===== src/rtl/fastirq_pkg.sv =====
package fastirq_pkg;

    // Trigger type encoding: bit 0 selects edge mode, bit 1 selects the active polarity.
    typedef enum logic [1:0] {
        TRIG_LOW_LVL  = 2'b00,
        TRIG_FALL     = 2'b01,
        TRIG_HIGH_LVL = 2'b10,
        TRIG_RISE     = 2'b11
    } trig_e;

    localparam int REG_IDX_W = 3;
    localparam int PRIO_W    = 3;
    localparam int TRIG_LSB  = 0;
    localparam int PRIO_LSB  = 4;

    typedef enum logic [REG_IDX_W-1:0] {
        RA_MODE    = 3'd0,
        RA_VECTOR  = 3'd1,
        RA_ENABLE  = 3'd2,
        RA_DISABLE = 3'd3,
        RA_MASK    = 3'd4,
        RA_FVEC    = 3'd5
    } reg_idx_e;

    typedef struct packed {
        logic [PRIO_W-1:0] prio;
        trig_e             trig;
    } mode_t;

    function automatic logic trig_is_edge(input trig_e t);
        return t[0];
    endfunction

    function automatic logic trig_active_high(input trig_e t);
        return t[1];
    endfunction

endpackage


===== src/rtl/fastirq_sync.sv =====
module fastirq_sync #(
    parameter int STAGES = 2
) (
    input  logic clk,
    input  logic rst,
    input  logic din,
    output logic dout
);

    logic [STAGES-1:0] chain_q;

    generate
        if (STAGES < 2) begin : g_bad
            initial $error("fastirq_sync needs at least two stages");
        end
    endgenerate

    always_ff @(posedge clk) begin
        if (rst) begin
            chain_q <= '0;
        end else begin
            chain_q <= {chain_q[STAGES-2:0], din};
        end
    end

    assign dout = chain_q[STAGES-1];

    // The last stage follows the one before it by exactly one cycle.
    assert_sync_shift_R12: assert property (@(posedge clk) disable iff (rst)
        dout == $past(chain_q[STAGES-2]));

endmodule


===== src/rtl/fastirq_cond.sv =====
module fastirq_cond
    import fastirq_pkg::*;
(
    input  logic  clk,
    input  logic  rst,
    input  logic  src_sync,
    input  trig_e trig,
    input  logic  vec_rd,
    output logic  pend
);

    logic  prev_q;
    logic  edge_pend_q;
    logic  edge_mode;
    logic  act_high;
    logic  rise;
    logic  fall;
    logic  det;
    logic  clr;
    logic  level_pend;

    assign edge_mode = trig_is_edge(trig);
    assign act_high  = trig_active_high(trig);
    assign rise      = src_sync & ~prev_q;
    assign fall      = ~src_sync & prev_q;
    assign det       = edge_mode & (act_high ? rise : fall);
    assign clr       = edge_mode & vec_rd;
    assign level_pend = act_high ? src_sync : ~src_sync;

    always_ff @(posedge clk) begin
        if (rst) begin
            prev_q      <= 1'b0;
            edge_pend_q <= 1'b0;
        end else begin
            prev_q <= src_sync;
            if (!edge_mode) begin
                edge_pend_q <= 1'b0;
            end else begin
                // A new edge wins over an acknowledge in the same cycle.
                edge_pend_q <= (edge_pend_q & ~clr) | det;
            end
        end
    end

    assign pend = edge_mode ? edge_pend_q : level_pend;

    assert_edge_kept_R10: assert property (@(posedge clk) disable iff (rst)
        det |=> edge_pend_q);

    assert_edge_clear_R8: assert property (@(posedge clk) disable iff (rst)
        (clr && !det) |=> !edge_pend_q);

    assert_edge_hold_R6: assert property (@(posedge clk) disable iff (rst)
        (edge_mode && edge_pend_q && !vec_rd && $stable(trig)) |=> edge_pend_q);

endmodule


===== src/rtl/fastirq_regs.sv =====
module fastirq_regs
    import fastirq_pkg::*;
#(
    parameter int DATA_W = 32
) (
    input  logic                 clk,
    input  logic                 rst,
    input  logic                 bus_wr,
    input  logic                 bus_rd,
    input  logic [REG_IDX_W-1:0] bus_addr,
    input  logic [DATA_W-1:0]    bus_wdata,
    output logic [DATA_W-1:0]    bus_rdata,
    output trig_e                trig,
    output logic                 enabled,
    output logic                 vec_rd
);

    mode_t             mode_q;
    logic [DATA_W-1:0] vec_q;
    logic              en_q;
    logic [DATA_W-1:0] mode_word;
    logic [DATA_W-1:0] mask_word;

    always_comb begin
        mode_word = '0;
        mode_word[TRIG_LSB +: 2]      = mode_q.trig;
        mode_word[PRIO_LSB +: PRIO_W] = mode_q.prio;
        mask_word    = '0;
        mask_word[0] = en_q;
    end

    always_ff @(posedge clk) begin
        if (rst) begin
            mode_q <= '{prio: '0, trig: TRIG_LOW_LVL};
            vec_q  <= '0;
            en_q   <= 1'b0;
        end else if (bus_wr) begin
            case (bus_addr)
                RA_MODE: begin
                    mode_q.trig <= trig_e'(bus_wdata[TRIG_LSB +: 2]);
                    mode_q.prio <= bus_wdata[PRIO_LSB +: PRIO_W];
                end
                RA_VECTOR:  vec_q <= bus_wdata;
                RA_ENABLE:  if (bus_wdata[0]) en_q <= 1'b1;
                RA_DISABLE: if (bus_wdata[0]) en_q <= 1'b0;
                default: ;
            endcase
        end
    end

    always_ff @(posedge clk) begin
        if (rst) begin
            bus_rdata <= '0;
        end else if (bus_rd) begin
            case (bus_addr)
                RA_MODE:   bus_rdata <= mode_word;
                RA_VECTOR: bus_rdata <= vec_q;
                RA_MASK:   bus_rdata <= mask_word;
                RA_FVEC:   bus_rdata <= vec_q;
                default:   bus_rdata <= '0;
            endcase
        end
    end

    assign trig    = mode_q.trig;
    assign enabled = en_q;
    assign vec_rd  = bus_rd && (bus_addr == RA_FVEC);

    assert_mask_set_R2: assert property (@(posedge clk) disable iff (rst)
        (bus_wr && bus_addr == RA_ENABLE && bus_wdata[0]) |=> en_q);

    assert_mask_clear_R3: assert property (@(posedge clk) disable iff (rst)
        (bus_wr && bus_addr == RA_DISABLE && bus_wdata[0]) |=> !en_q);

    assert_mask_inert_R2: assert property (@(posedge clk) disable iff (rst)
        !(bus_wr && (bus_addr == RA_ENABLE || bus_addr == RA_DISABLE) && bus_wdata[0])
        |=> $stable(en_q));

    assert_fvec_data_R8: assert property (@(posedge clk) disable iff (rst)
        vec_rd |=> (bus_rdata == $past(vec_q)));

endmodule


===== src/rtl/fast_irq_unit.sv =====
module fast_irq_unit
    import fastirq_pkg::*;
#(
    parameter int DATA_W      = 32,
    parameter int SYNC_STAGES = 2
) (
    input  logic                 clk,
    input  logic                 rst,
    input  logic                 src_in,
    input  logic                 bus_wr,
    input  logic                 bus_rd,
    input  logic [REG_IDX_W-1:0] bus_addr,
    input  logic [DATA_W-1:0]    bus_wdata,
    output logic [DATA_W-1:0]    bus_rdata,
    output logic                 fast_req_n
);

    logic  src_sync;
    trig_e trig;
    logic  enabled;
    logic  vec_rd;
    logic  pend;

    fastirq_sync #(.STAGES(SYNC_STAGES)) u_sync (
        .clk  (clk),
        .rst  (rst),
        .din  (src_in),
        .dout (src_sync)
    );

    fastirq_regs #(.DATA_W(DATA_W)) u_regs (
        .clk       (clk),
        .rst       (rst),
        .bus_wr    (bus_wr),
        .bus_rd    (bus_rd),
        .bus_addr  (bus_addr),
        .bus_wdata (bus_wdata),
        .bus_rdata (bus_rdata),
        .trig      (trig),
        .enabled   (enabled),
        .vec_rd    (vec_rd)
    );

    fastirq_cond u_cond (
        .clk      (clk),
        .rst      (rst),
        .src_sync (src_sync),
        .trig     (trig),
        .vec_rd   (vec_rd),
        .pend     (pend)
    );

    assign fast_req_n = ~(pend & enabled);

    // A level source whose synchronized input sits at its active level is requesting.
    assert_level_req_R4: assert property (@(posedge clk) disable iff (rst)
        (enabled && trig == TRIG_HIGH_LVL && src_sync) |-> !fast_req_n);

    assert_level_req_R5: assert property (@(posedge clk) disable iff (rst)
        (enabled && trig == TRIG_LOW_LVL && !src_sync) |-> !fast_req_n);

endmodule


===== config.mk =====
export PLATFORM = sky130hd
export DESIGN_NAME = fast_irq_unit
export DESIGN_NICKNAME = d
export VERILOG_FILES = /design/src/rtl/fastirq_pkg.sv /design/src/rtl/fastirq_sync.sv /design/src/rtl/fastirq_cond.sv /design/src/rtl/fastirq_regs.sv /design/src/rtl/fast_irq_unit.sv
export SDC_FILE = /design/constraint.sdc
export NUM_CORES = 1
export LEC_CHECK = 0
export BUFFER_PORTS_ARGS = -buffer_cell sky130_fd_sc_hd__buf_2
export CAP_MARGIN = 25
export CORE_ASPECT_RATIO = 0.5
export CORE_UTILIZATION = 53
export CTS_BUF_LIST = sky130_fd_sc_hd__clkbuf_2 sky130_fd_sc_hd__clkbuf_4 sky130_fd_sc_hd__clkbuf_8
export DETAILED_ROUTE_END_ITERATION = 8
export MAX_ROUTING_LAYER = met4
export PLACE_DENSITY = 0.88
export SETUP_SLACK_MARGIN = 0.4
export SLEW_MARGIN = 20
export SYNTH_ARGS = -nofsm -noshare
export SYNTH_HDL_FRONTEND = slang
export SYNTH_SLANG_ARGS = --single-unit

===== constraint.sdc =====
create_clock -name clk -period 1.5 [get_ports clk]
set_clock_uncertainty 0.05 [all_clocks]
set_input_delay 0.225 -clock clk [delete_from_list [all_inputs] [get_ports clk]]
set_output_delay 0.225 -clock clk [all_outputs]
set_load 0.005 [all_outputs]

Word level (Yosys, flattened, before mapping)
Index checks and enable logic that the tools add are counted.

Output and inout port bits: 33. Register bits: 74. Input bits: 40.

Multiplexer cells: 7. Bitwise gates (word level): 12. Reduce and logical (&&, ||, !) cells: 8. Equality and inequality tests: 7.

Operator list (number): $pmux W32 S3 (1); $and A1 B1 Y1 (6); $eq A3 B2 Y1 const B (2); $eq A3 B3 Y1 const B (2); $mux W1 (5); $not A1 Y1 (5); $ne A2 B2 Y1 const B (2); $reduce_and A2 Y1 (2); $reduce_and A4 Y1 (1); $reduce_or A2 Y1 (2); $eq A3 B1 Y1 const B (1); $logic_not A3 Y1 (1); $pmux W1 S2 (1); $reduce_bool A2 Y1 (1); $logic_and A1 B1 Y1 (1); $or A1 B1 Y1 (1).

Longest topological paths before layout
Depth after elaboration: 6. Depth in mapped cells: 6.

Modules after synthesis
A second synthesis with hierarchy kept.

Cell total of the unflattened synthesis: 294. Area, all modules: 2650.0 um2.

By module, submodules not included: fastirq_regs (times used 1, cells an instance 278, area each 2494.9 um2); fastirq_cond (times used 1, cells an instance 11, area each 98.8 um2); fastirq_sync (times used 1, cells an instance 4, area each 52.6 um2); fast_irq_unit (times used 1, cells an instance 1, area each 3.8 um2).

Worst setup path before layout
Ideal clock, no wire load.

Path type: input port to flip-flop. Start: input bus_addr[2]. End: register u_regs.vec_q[27]. Stages: 6. Data required time: 1.379 ns. Path slack: 0.289 ns. Arrival time: 1.091 ns. Path through: buf_2 > and4bb_2 > buf_2 > buf_2 > nand2_1 > a21oi_1.

Cells in the longest elaborated chain, start to end: 2.

Ends and longest elaborated chain: from (decl) (RTL line fast_irq_unit.sv:12) `input logic [REG_IDX_W-1:0] bus_addr,`; $eq A3 B1 Y1 (RTL line fastirq_regs.sv:38) `case (bus_addr)`; $reduce_and A2 Y1 (no source line); to (signal assigned) (RTL line fastirq_regs.sv:43) `RA_VECTOR: vec_q <= bus_wdata;`; to (decl) (RTL line fastirq_regs.sv:19) `logic [DATA_W-1:0] vec_q;`.

No other way between the ends. A chain may end at the register's enable or synchronous reset.

Worst setup path after layout
Start: register u_regs.trig[1] (netlist name). End: output fast_req_n.

Cells in the longest elaborated chain, start to end: 4.

Ends and longest elaborated chain: $mux W1 (RTL line fastirq_cond.sv:28) `assign level_pend = act_high ? src_sync : ~src_sync;`; $mux W1 (RTL line fastirq_cond.sv:45) `assign pend = edge_mode ? edge_pend_q : level_pend;`; $and A1 B1 Y1 (RTL line fast_irq_unit.sv:53) `assign fast_req_n = ~(pend & enabled);`; $not A1 Y1 (RTL line fast_irq_unit.sv:53); to (decl) (RTL line fast_irq_unit.sv:15) `output logic fast_req_n`.

No other way between the ends.

==> results by group <==
Timing
  • Hold Fails Final Rpt: 0
  • Setup TNS: 0 ns
  • Crit share post-route: 0.9216
  • Fmax: 723.4 MHz
  • Hold_ws: 0.04239 ns
  • Actual slew at the worst max-slew pin: 0.3625 ns
  • Final setup vio count: 0
  • Minimum clock period: 1.382 ns
  • Final setup margin: 0.1176 ns
  • Slew Viols, Final: 0
  • RSZ-0062 raised after global routing: true
  • Max-slew headroom: 0.7583

Synthesis
  • Post-Synth XOR/XNOR Area: 0.003332
  • Mux contribution to synthesized area: 0.02285
  • Syn nets: 333
  • Sequential area share after synthesis: 0.5635
  • Library cells used by synthesis: 27
  • Synth Warn #: 0
  • Syn avg cell area: 8.972 sq um
  • Synth Area in Adders: 0
  • Post-Synth Simple-Gate Area: 0.1937
  • Synth Cell Area: 2629 sq um
  • #FFs+latches synth: 74
  • Share of the synthesized area in compound gates (AO/OA/AOI/OAI): 0.1690
  • Largest family of logic cells by synthesized area: simple AND/OR/NAND/NOR gates
  • Synth Instances: 293

Clock network
  • Clk root buf: clkbuf_8
  • Clock H-tree levels: 3
  • Clk pin slew, worst setup/hold paths: 0.07 ns
  • CTS sink count: 74
  • Clk_lat worst skew: 0.35 ns
  • Total CTS buffers: 9
  • Max Root-Sink Buffers: 2
  • Cts hold-fix bufs: 0
  • CTS tree: yes

Global route
  • Vias in the first global route: 2143
  • First-pass GRT wire length: 9639 um
  • Pin count of the biggest net entering global routing: 38
  • Initial antenna violation count: 0
  • Total Routing Usage GR: 0.2579
  • Total congestion overflow: 0

Place
  • Pre-CTS WS: 0.1070 ns
  • Dpl hpwl: 4058 um
  • Port buffer count: 72
  • GPL Wtd Cong: 0.7855

Cells and area
  • Area Overhead vs Synth: 27.37%
  • Share of cells above drive strength 1: 0.3683
  • Diode count: 0
  • Fillers: 319
  • Area taken by multi-input logic gates: 1030 sq um
  • Nets@finish: 407
  • Most frequent cells in the layout: nand2_1, buf_2, dfxtp_1
  • Area occupied by registers: 1519 sq um

Power
  • Clock network power share: 0.402
  • NetSw: 871.2 uW
  • Power Internal: 2.845 mW
  • Power per cell area: 1110 nW/um^2
  • Power share of the combinational group: 0.058
  • LEAKAGE: 1.386 nW
  • Sequential share of power: 0.540
  • Switch share: 0.2344
  • Max IR drop VDD: 615.4 uV

Die
  • Site Rows: 17
  • Core box area: 4573 sq um
  • Initial Util: 0.5748
  • Die width: 101.6 um
  • Io pins: 73
  • DIE AREA: 5263 sq um
  • Die Span Y: 51.80 um

Critical path
  • Ordered list of cells on the worst path: xor2_1, o21ai_1, nand2_1, buf_2
  • R2R Path Start: u_regs.trig[0]
  • Reg2Reg Setup Slack: 0.37 ns
  • Critical Path Start Type: flop
  • CP Launch Point: u_regs.trig[1]
  • CP max stage cell: dfxtp_2
  • Worst EP arrival: 1.11 ns
  • Critical path fanouts, max: 2
  • Worst EP required: 1.22 ns
  • Class of the most critical setup path: flop to primary output
  • Crit. End Element: primary output
  • Slowest stage delay, CP: 0.33 ns

Route
  • WL final: 6231 um
  • Drc violations: 0
  • DRT antenna net count: 0
  • Routed vias: 2346
  • TritonRoute pass-1 iters: 5
  • DRT iter0 DRCs: 189
  • Via density: 5.356
  • WL/cell: 14.23 um

Status
  • Status: finished, final reports clean

Hold path
  • HP Class: input pin to flop
  • HP Start: src_in

Job
  • MaxCap Viol Count: 0
[power by group through the flow]
stage,logic (mW),registers (mW),clock network [mW]
detailed placement,0.206,2.05,0
global route,0.235,2.01,1.59
finish,0.216,2.01,1.49
floorplan,0.120,2.05,0
global placement,0.196,2.05,0
CTS,0.212,2.01,1.52
[final cells by class]
class                   count  area share
well taps                  66     0.02466
inverters                   2    0.002242
multi-input cells         193      0.3075
flip-flops and latches     74      0.4537
clock buffers               9     0.03700
clock inverters             7     0.02055
repair buffers             87      0.1543
[routing by layer]
layer / part of all wire / up-vias / global-route usage
li1: - / 1147 / -
met1: 0.40 / 1093 / 0.2747
met2: 0.50 / 92 / 0.4313
met3: 0.073 / 14 / 0.09812
met4: 0.020 / 0 / 0.1256
met5: 0 / - / -
[critical path, delay by kind of cell (launching register included)]
kind | cells | cell delay [ns]
AO/OA/AOI/OAI | 1 | 0.11
XOR/XNOR | 1 | 0.15
buffers and inverters | 1 | 0.12
flip-flops | 1 | 0.33
AND/OR/NAND/NOR | 1 | 0.06
[logic make-up (layout without fill, tap and decap cells)]
logic type | after synthesis | after routing
compound gates | 69 | 69
xor+xnor | 1 | 1
buf+inv | 26 | 105
flops | 74 | 74
mux | 6 | 6
simple gates | 117 | 117
[final timing paths]
kind	end	depth (start not counted)
worst max register to register	u_regs.bus_rdata[0]	3
worst max-delay path	fast_req_n	4
worst min register to register	u_sync.chain_q[1]	1
worst min-delay path	u_sync.chain_q[0]	2
[metrics by stage]
step                      utilization  total power, mW  cells  area, sq um
final                          0.7321            3.717    438         3348
after global routing           0.7321            3.834    438         3348
after CTS                      0.7171            3.736    436         3279
after detailed placement       0.6668            2.258    418         3049
after global placement         0.6668            2.246    418         3049
after floorplan                     -            2.168    293         2664
[state kept, by name, summed over array words and instances (netlist names)]
register and count:
u_regs.bus_rdata 32, u_regs.vec_q 32, u_regs.mode_q 3, u_regs.trig 2
u_sync.chain_q 2, u_cond.edge_pend_q 1, u_cond.prev_q 1, u_regs.enabled 1
[cell usage after synthesis]
cell	instances	area [sq um]
buf_1	2	7.510
xor2_1	1	8.760
buf_6	2	22.52
a31oi_1	1	6.260
dfxtp_1	74	1481
and4_1	1	8.760
nand4bb_1	1	11.26
or4_1	1	7.510
nor3b_1	1	7.510
a22oi_1	28	210.2
inv_1	2	7.510
o21ai_0	1	5.000
nor2b_1	4	25.02
nor3_1	1	5.000
and4bb_2	1	12.51
nor2_1	37	138.9
a21oi_1	33	165.2
a21boi_0	1	7.510
buf_2	10	50.05
nor4b_4	1	23.77
nand2_1	67	251.5
clkbuf_1	10	37.54
a222oi_1	4	40.04
nor4b_1	1	8.760
and3b_1	1	8.760
o311a_1	1	10.01
mux2i_1	6	60.06
[what timing repair did]
item | CTS | global route
resized for setup | 15 | 24
setup endpoints to repair | 10 | 27
setup buffers | 2 | 2
pin swaps | 0 | 1
No activity file was read; power rests on OpenSTA's default activity.
